--- config.mk ---
export PLATFORM = sky130hd
export DESIGN_NAME = tx_stream_splitter
export DESIGN_NICKNAME = d
export VERILOG_FILES = /design/src/rtl/tss_pkg.sv /design/src/rtl/tss_regs.sv /design/src/rtl/tss_pktbuf.sv /design/src/rtl/tss_seq.sv /design/src/rtl/tx_stream_splitter.sv
export SDC_FILE = /design/constraint.sdc
export NUM_CORES = 1
export LEC_CHECK = 0
export BUFFER_PORTS_ARGS = -buffer_cell sky130_fd_sc_hd__clkbuf_2
export CAP_MARGIN = 20
export CORE_UTILIZATION = 60
export DETAILED_ROUTE_END_ITERATION = 8
export PLACE_DENSITY_LB_ADDON = 0.2
export SETUP_SLACK_MARGIN = 0.05
export SLEW_MARGIN = 20
export SYNTH_ARGS = -nofsm -noshare
export SYNTH_HDL_FRONTEND = slang
export SYNTH_HIERARCHICAL = 1
export SYNTH_SLANG_ARGS = --single-unit
export TNS_END_PERCENT = 100
--- constraint.sdc ---
create_clock -name clk -period 4.2 [get_ports clk]
set_input_delay 1.26 -clock clk [delete_from_list [all_inputs] [get_ports clk]]
set_output_delay 1.26 -clock clk [all_outputs]
set_load 0.03 [all_outputs]
--- src/rtl/tss_pkg.sv ---
package tss_pkg;
  localparam int LEN_W     = 23;
  localparam int SOF_BIT   = 27;
  localparam int EOF_BIT   = 26;
  localparam int APP_WORDS = 5;
  localparam int APP_W     = APP_WORDS * 32;
  localparam int WIDX_W    = $clog2(APP_WORDS);
  localparam int REG_AW    = 6;

  localparam logic [REG_AW-1:0] OFS_CTRL = 6'h00;
  localparam logic [REG_AW-1:0] OFS_STAT = 6'h04;
  localparam logic [REG_AW-1:0] OFS_CUR  = 6'h08;
  localparam logic [REG_AW-1:0] OFS_TAIL = 6'h10;

  typedef enum logic [1:0] {
    ST_WAIT  = 2'd0,
    ST_CTRL  = 2'd1,
    ST_COPY  = 2'd2,
    ST_DRAIN = 2'd3
  } seq_state_t;
endpackage

--- src/rtl/tss_regs.sv ---
module tss_regs
  import tss_pkg::*;
#(
  parameter int PTR_W  = 32,
  parameter int STRIDE = 64
) (
  input  logic              clk,
  input  logic              rst_n,
  input  logic              wr_en,
  input  logic [REG_AW-1:0] addr,
  input  logic [31:0]       wdata,
  output logic [31:0]       rdata,
  input  logic              desc_take,
  output logic              proc_en
);
  logic             run_q, run_d;
  logic             idle_q, idle_d;
  logic [PTR_W-1:0] cur_q, cur_d, tail_q, tail_d, cur_step;

  always_comb begin
    run_d    = run_q;
    idle_d   = idle_q;
    cur_d    = cur_q;
    tail_d   = tail_q;
    cur_step = cur_q + PTR_W'(STRIDE);
    if (desc_take) begin
      cur_d = cur_step;
      if (cur_step == tail_q) idle_d = 1'b1;
    end
    if (wr_en) begin
      case (addr)
        OFS_CTRL: run_d = wdata[0];
        OFS_CUR:  cur_d = wdata[PTR_W-1:0];
        OFS_TAIL: begin
          tail_d = wdata[PTR_W-1:0];
          idle_d = 1'b0;
        end
        default: ;
      endcase
    end
  end

  always_ff @(posedge clk or negedge rst_n) begin
    if (!rst_n) begin
      run_q  <= 1'b0;
      idle_q <= 1'b1;
      cur_q  <= '0;
      tail_q <= '0;
    end else begin
      run_q  <= run_d;
      idle_q <= idle_d;
      cur_q  <= cur_d;
      tail_q <= tail_d;
    end
  end

  assign proc_en = run_q && !idle_q;

  always_comb begin
    rdata = '0;
    case (addr)
      OFS_CTRL: rdata = {31'b0, run_q};
      OFS_STAT: rdata = {30'b0, idle_q, !run_q};
      OFS_CUR:  rdata = 32'(cur_q);
      OFS_TAIL: rdata = 32'(tail_q);
      default:  rdata = '0;
    endcase
  end

  // a stopped channel takes no descriptor
  a_r7_halt_blocks: assert property (@(posedge clk) disable iff (!rst_n)
    !run_q |-> !desc_take);
  // an idle channel takes no descriptor
  a_r8_idle_blocks: assert property (@(posedge clk) disable iff (!rst_n)
    idle_q |-> !desc_take);
  // a tail write always wakes the channel
  a_r8_tail_wakes: assert property (@(posedge clk) disable iff (!rst_n)
    (wr_en && addr == OFS_TAIL) |=> !idle_q);
endmodule

--- src/rtl/tss_pktbuf.sv ---
module tss_pktbuf #(
  parameter int DEPTH = 64,
  parameter int AW    = 6
) (
  input  logic          clk,
  input  logic          we,
  input  logic [AW-1:0] waddr,
  input  logic [7:0]    wdata,
  input  logic [AW-1:0] raddr,
  output logic [7:0]    rdata
);
  logic [7:0] mem [DEPTH];

  always_ff @(posedge clk) begin
    if (we) mem[waddr] <= wdata;
  end

  assign rdata = mem[raddr];
endmodule

--- src/rtl/tss_seq.sv ---
module tss_seq
  import tss_pkg::*;
#(
  parameter int PKT_DEPTH = 64,
  parameter int AW        = 6
) (
  input  logic             clk,
  input  logic             rst_n,
  input  logic             proc_en,
  input  logic             desc_valid,
  output logic             desc_ready,
  output logic             desc_take,
  input  logic [31:0]      desc_ctrl,
  input  logic [APP_W-1:0] desc_app,
  input  logic             buf_valid,
  output logic             buf_ready,
  input  logic [7:0]       buf_data,
  output logic             mem_we,
  output logic [AW-1:0]    mem_waddr,
  output logic [7:0]       mem_wdata,
  output logic [AW-1:0]    mem_raddr,
  input  logic [7:0]       mem_rdata,
  output logic             cout_valid,
  input  logic             cout_ready,
  output logic [31:0]      cout_data,
  output logic             cout_last,
  output logic             dout_valid,
  input  logic             dout_ready,
  output logic [7:0]       dout_data,
  output logic             dout_last,
  output logic             pkt_done
);
  localparam logic [LEN_W-1:0] CAP = LEN_W'(PKT_DEPTH);

  seq_state_t        state_q, state_d;
  logic [APP_W-1:0]  app_q, app_d;
  logic              eof_q, eof_d;
  logic [LEN_W-1:0]  rem_q, rem_d, pos_q, pos_d;
  logic [LEN_W-1:0]  ridx_q, ridx_d, rcnt_q, rcnt_d;
  logic [WIDX_W-1:0] widx_q, widx_d;
  logic              c_hs, b_hs, d_hs;

  assign desc_ready = (state_q == ST_WAIT) && proc_en;
  assign desc_take  = desc_ready && desc_valid;

  assign cout_valid = (state_q == ST_CTRL);
  assign cout_data  = app_q[32*int'(widx_q) +: 32];
  assign cout_last  = (widx_q == WIDX_W'(APP_WORDS-1));
  assign c_hs       = cout_valid && cout_ready;

  assign buf_ready  = (state_q == ST_COPY) && (rem_q != '0);
  assign b_hs       = buf_ready && buf_valid;
  assign mem_we     = b_hs && (pos_q < CAP);
  assign mem_waddr  = pos_q[AW-1:0];
  assign mem_wdata  = buf_data;

  assign dout_valid = (state_q == ST_DRAIN) && (rcnt_q != '0);
  assign mem_raddr  = ridx_q[AW-1:0];
  assign dout_data  = mem_rdata;
  assign dout_last  = (ridx_q == rcnt_q - 1'b1);
  assign d_hs       = dout_valid && dout_ready;
  assign pkt_done   = ((state_q == ST_DRAIN) && (rcnt_q == '0)) || (d_hs && dout_last);

  always_comb begin
    state_d = state_q;
    app_d   = app_q;
    eof_d   = eof_q;
    rem_d   = rem_q;
    pos_d   = pos_q;
    ridx_d  = ridx_q;
    rcnt_d  = rcnt_q;
    widx_d  = widx_q;
    case (state_q)
      ST_WAIT: begin
        if (desc_take) begin
          app_d  = desc_app;
          eof_d  = desc_ctrl[EOF_BIT];
          rem_d  = desc_ctrl[LEN_W-1:0];
          widx_d = '0;
          if (desc_ctrl[SOF_BIT]) begin
            pos_d   = '0;
            state_d = ST_CTRL;
          end else begin
            state_d = ST_COPY;
          end
        end
      end
      ST_CTRL: begin
        if (c_hs) begin
          if (cout_last) state_d = ST_COPY;
          else           widx_d  = widx_q + 1'b1;
        end
      end
      ST_COPY: begin
        if (rem_q == '0) begin
          if (eof_q) begin
            ridx_d  = '0;
            rcnt_d  = (pos_q >= CAP) ? CAP : pos_q;
            state_d = ST_DRAIN;
          end else begin
            state_d = ST_WAIT;
          end
        end else if (b_hs) begin
          pos_d = pos_q + 1'b1;
          rem_d = rem_q - 1'b1;
        end
      end
      ST_DRAIN: begin
        if (rcnt_q == '0) begin
          pos_d   = '0;
          state_d = ST_WAIT;
        end else if (d_hs) begin
          if (dout_last) begin
            pos_d   = '0;
            state_d = ST_WAIT;
          end else begin
            ridx_d = ridx_q + 1'b1;
          end
        end
      end
      default: state_d = ST_WAIT;
    endcase
  end

  always_ff @(posedge clk or negedge rst_n) begin
    if (!rst_n) begin
      state_q <= ST_WAIT;
      app_q   <= '0;
      eof_q   <= 1'b0;
      rem_q   <= '0;
      pos_q   <= '0;
      ridx_q  <= '0;
      rcnt_q  <= '0;
      widx_q  <= '0;
    end else begin
      state_q <= state_d;
      app_q   <= app_d;
      eof_q   <= eof_d;
      rem_q   <= rem_d;
      pos_q   <= pos_d;
      ridx_q  <= ridx_d;
      rcnt_q  <= rcnt_d;
      widx_q  <= widx_d;
    end
  end

  // stalled control word is held
  a_r9_cout_hold: assert property (@(posedge clk) disable iff (!rst_n)
    (cout_valid && !cout_ready) |=> (cout_valid && $stable(cout_data) && $stable(cout_last)));
  // stalled data byte is held
  a_r9_dout_hold: assert property (@(posedge clk) disable iff (!rst_n)
    (dout_valid && !dout_ready) |=> (dout_valid && $stable(dout_data) && $stable(dout_last)));
  // a start-of-frame descriptor restarts the packet position
  a_r2_sof_restart: assert property (@(posedge clk) disable iff (!rst_n)
    (desc_take && desc_ctrl[SOF_BIT]) |=> (pos_q == '0));
  // data leaves only for a packet closed by end-of-frame
  a_r4_release_on_eof: assert property (@(posedge clk) disable iff (!rst_n)
    dout_valid |-> eof_q);
  // no payload is taken while the packet drains
  a_r4_no_mix: assert property (@(posedge clk) disable iff (!rst_n)
    dout_valid |-> (!buf_ready && !desc_ready));
endmodule

--- src/rtl/tx_stream_splitter.sv ---
module tx_stream_splitter
  import tss_pkg::*;
#(
  parameter int PKT_DEPTH   = 64,
  parameter int DESC_STRIDE = 64
) (
  input  logic              clk,
  input  logic              rst_n,
  input  logic              reg_wr_en,
  input  logic [5:0]        reg_addr,
  input  logic [31:0]       reg_wdata,
  output logic [31:0]       reg_rdata,
  input  logic              desc_valid,
  output logic              desc_ready,
  input  logic [31:0]       desc_ctrl,
  input  logic [159:0]      desc_app,
  input  logic              buf_valid,
  output logic              buf_ready,
  input  logic [7:0]        buf_data,
  output logic              cout_valid,
  input  logic              cout_ready,
  output logic [31:0]       cout_data,
  output logic              cout_last,
  output logic              dout_valid,
  input  logic              dout_ready,
  output logic [7:0]        dout_data,
  output logic              dout_last,
  output logic              pkt_done
);
  localparam int AW = (PKT_DEPTH > 1) ? $clog2(PKT_DEPTH) : 1;

  logic          proc_en, desc_take, mem_we;
  logic [AW-1:0] mem_waddr, mem_raddr;
  logic [7:0]    mem_wdata, mem_rdata;

  tss_regs #(.PTR_W(32), .STRIDE(DESC_STRIDE)) u_regs (
    .clk(clk), .rst_n(rst_n), .wr_en(reg_wr_en), .addr(reg_addr),
    .wdata(reg_wdata), .rdata(reg_rdata), .desc_take(desc_take), .proc_en(proc_en)
  );

  tss_pktbuf #(.DEPTH(PKT_DEPTH), .AW(AW)) u_buf (
    .clk(clk), .we(mem_we), .waddr(mem_waddr), .wdata(mem_wdata),
    .raddr(mem_raddr), .rdata(mem_rdata)
  );

  tss_seq #(.PKT_DEPTH(PKT_DEPTH), .AW(AW)) u_seq (
    .clk(clk), .rst_n(rst_n), .proc_en(proc_en),
    .desc_valid(desc_valid), .desc_ready(desc_ready), .desc_take(desc_take),
    .desc_ctrl(desc_ctrl), .desc_app(desc_app),
    .buf_valid(buf_valid), .buf_ready(buf_ready), .buf_data(buf_data),
    .mem_we(mem_we), .mem_waddr(mem_waddr), .mem_wdata(mem_wdata),
    .mem_raddr(mem_raddr), .mem_rdata(mem_rdata),
    .cout_valid(cout_valid), .cout_ready(cout_ready), .cout_data(cout_data),
    .cout_last(cout_last),
    .dout_valid(dout_valid), .dout_ready(dout_ready), .dout_data(dout_data),
    .dout_last(dout_last), .pkt_done(pkt_done)
  );
endmodule

==> results.md <==
- CTS root buf: clkbuf_16
- Hold slack: 0.469 ns
- Die Ht: 252 um
- Clock buffer depth: 3
- Skew final: 0.0186 ns
- Post-DP HPWL: 62.5 mm
- H-Tree Depth: 3
- Setup WS post-layout: -0.368 ns
- Synth unique cells: 86
- Vias in the first global route: 26360
- DP Area: 40600 um^2
- Worst-path cell chain: nor4_4 > buf_4 > nand4_1 > buf_4 > o41ai_4 > and3_4 > nand3_2 > or4_4 > a21oi_4 > clkbuf_8
- Slew headroom: 0.286
- Footprint of the multi-input gates: 13400 um^2
- Share of cells above drive strength 1: 0.285
- Max-slew violations: 0
- Cells after DPL: 4025
- P_leak: 18.2 nW
- # setup viols final: 10
- Syn Inst Count: 2920
- Number of flops mapped to enable cells by yosys: 512
- Critical Path RT: 2.94 ns
- Worst Tran Pin Value: 1.07 ns
- Failing checks: negative setup slack
- Commonest non-fill, non-tap cell in the layout: nand2_1
- Final period util: 1.09
- Clk_lat worst skew: 0.63 ns
- Setup crit end kind: output port
- Core area: 61800 um^2
- CTS tree: built
- Rows: 91
- Yosys Warn Count: 6
- Synthesized net count: 3173
- Final hold viol count: 0
- # fillers: 3916
- Crit-path slowest cell: or4_4
- Critical path startpoint: u_seq/rcnt_q[6]
- WP depth: 10
- Worst R2R Start: u_seq/rem_q[0]
- Drt pass-1 iters: 6
- Sink Count: 836
- Hold Path Depth: 2
- Final worst path period need: 4.57 ns
- Worst path buffer plus inverter count: 3
- Startpoint types: register
- Clock transition at path regs: 0.06 ns
- Critical setup path kind: reg -> out
- Total area of sequential cells: 23500 um^2
- Wirelength per Cell: 23.8 um
- Vias per std cell: 6.20
- Final Cell Area: 44900 um^2
- Power density cells: 503 nW/um^2
- TritonCTS buffer count: 85
- Antenna Violating Nets Remaining: 0
- Via count: 26209
- Synth-to-Final Area Change: 19.7%
- Commonest cells after routing, fill and taps aside: 626 x nand2_1, 512 x edfxtp_1, 316 x dfrtp_1
- Die Span X: 252 um
- Drt initial violations: 2468
- Max_cap viols: 0
- Largest net degree at the start of global routing: 165
- CP dominant cell by count: buf_4
- DRC: 0
- Final net count: 3569
- GRT Util Overall: 0.320
- Post-synth ARST share: 0.388
- Max VDD drop: 0.000426 V
- Hold crit path type: reg -> reg
- RSZ-0062 raised after global routing: true
- DIE AREA: 63600 um^2
- Maximum clock rate: 0.219 GHz
- I/O pins: 324
- Overflow after GRT: 0
- R2R depth: 12
- IO buf count: 316
- Sequential share of the synthesized area: 0.625
- Status: complete, but fails checks
- #FFs+latches synth: 836
- Initial Util: 0.608
- Initial antenna violation count: 5
- Post-synth top flop: edfxtp_1
- Slowest stage delay, CP: 0.57 ns
- Fin cells: 4227
- Syn Area/Cell: 12.9 um^2
- Mapped Area: 37600 um^2
- Placer Congestion: 0.926
- HP Start: u_seq/app_q[110]
- CP Max Fanout: 4
- CP delay by family, top: simple AND/OR/NAND/NOR gates
- First-pass GRT wire length: 154 mm
- Worst EP arrival: 3.31 ns
- Detailed-route wire length: 101 mm
==> state kept, by name, indices dropped and copies added (netlist names), 23 cells and up <==
signal,count
u_seq/rcnt_q,23
u_seq/rem_q,23
u_regs/tail_q,32
u_seq/pos_q,23
u_seq/app_q,160
u_seq/ridx_q,23
u_regs/cur_q,32
u_buf/mem,512
==> through the flow <==
stage          power [mW]  setup WS (ns)  setup TNS [ns]  utilization
2_1_floorplan        13.2         0.0847               0            -
3_3_place_gp         14.4        -0.0472         -0.0472        0.656
3_5_place_dp         14.6        -0.0702         -0.0702        0.657
4_1_cts              22.6         -0.373           -1.74        0.723
5_1_grt              23.5         -0.479           -2.50        0.727
6_report             22.6         -0.368           -1.81        0.727
==> worst min-delay path, delay by kind of cell, from the launching register on <==
kind	cells	cell delay, ns
flops	1	0.34
simple gates	2	0.10
==> final timing paths <==
kind | slack (ns) | endpoint
max | -0.37 | pkt_done
min | 0.47 | u_seq/app_q[110]
max reg2reg | 0.40 | u_buf/mem[46][3]
min reg2reg | 0.47 | u_seq/app_q[110]
max in group asynchronous | 2.57 | u_seq/ridx_q[1]
min in group asynchronous | 0.66 | u_seq/rem_q[4]
==> routing by layer <==
| layer | vias up | track usage | routed length [um] |
|---|---|---|---|
| met4 | 4 | 0.122 | 3730 |
| met3 | 240 | 0.0633 | 8650 |
| met1 | 13142 | 0.418 | 38100 |
| met2 | 1357 | 0.534 | 50200 |
| met5 | - | 0 | 27 |
| li1 | 11466 | - | - |
==> what timing repair did <==
| item | in CTS | in global routing |
|---|---|---|
| resized for setup | 125 | 34 |
| setup buffers | 32 | 6 |
| pin swaps | 29 | 12 |
| cloned | 8 | 2 |
| endpoints found under the setup margin | 11 | 13 |
| hold buffers | 0 | 0 |
==> kinds of logic (layout without fill, tap and decap cells) <==
logic type / after synthesis / count (layout) / synth area share
AND/OR/NAND/NOR: 1104 / 1104 / 0.132
flip-flops: 836 / 836 / 0.625
AO/OA/AOI/OAI: 368 / 368 / 0.0641
buffers and inverters: 264 / 731 / 0.0339
multiplexers: 246 / 246 / 0.120
XOR/XNOR: 94 / 94 / 0.0219
adder cells (fa/ha/maj): 8 / 8 / 0.00266
other: 0 / 3 / 0
==> final cells by class <==
cell class | instances | area share
flip-flops and latches | 836 | 0.523
multi-input cells | 1820 | 0.299
repair buffers | 520 | 0.0843
clock buffers | 116 | 0.0518
well taps | 837 | 0.0233
clock inverters | 42 | 0.0145
inverters | 53 | 0.00454
diodes | 3 | 0.000167
==> where the power goes <==
group          leakage (nW)  switching (mW)  total, mW  internal [mW]
clock                  1.43            3.19       8.07           4.89
combinational          7.97            2.55       4.10           1.56
sequential             8.76           0.751       10.4           9.66
total                  18.2            6.49       22.6           16.1
==> synth_stat cells (all sizes together), types with 34 or more instances <==
library cell	count	area, um^2
edfxtp	512	15400
a21oi	102	510
nor3	35	180
mux2	54	608
clkbuf	125	469
nor2	166	623
mux2i	34	340
buf	86	607
mux4	158	3560
xnor2	58	508
inv	52	195
o21ai	84	420
nand2	630	2360
nand3	76	385
xor2	36	315
dfrtp	323	8080
No activity file was read; power rests on OpenSTA's default activity.
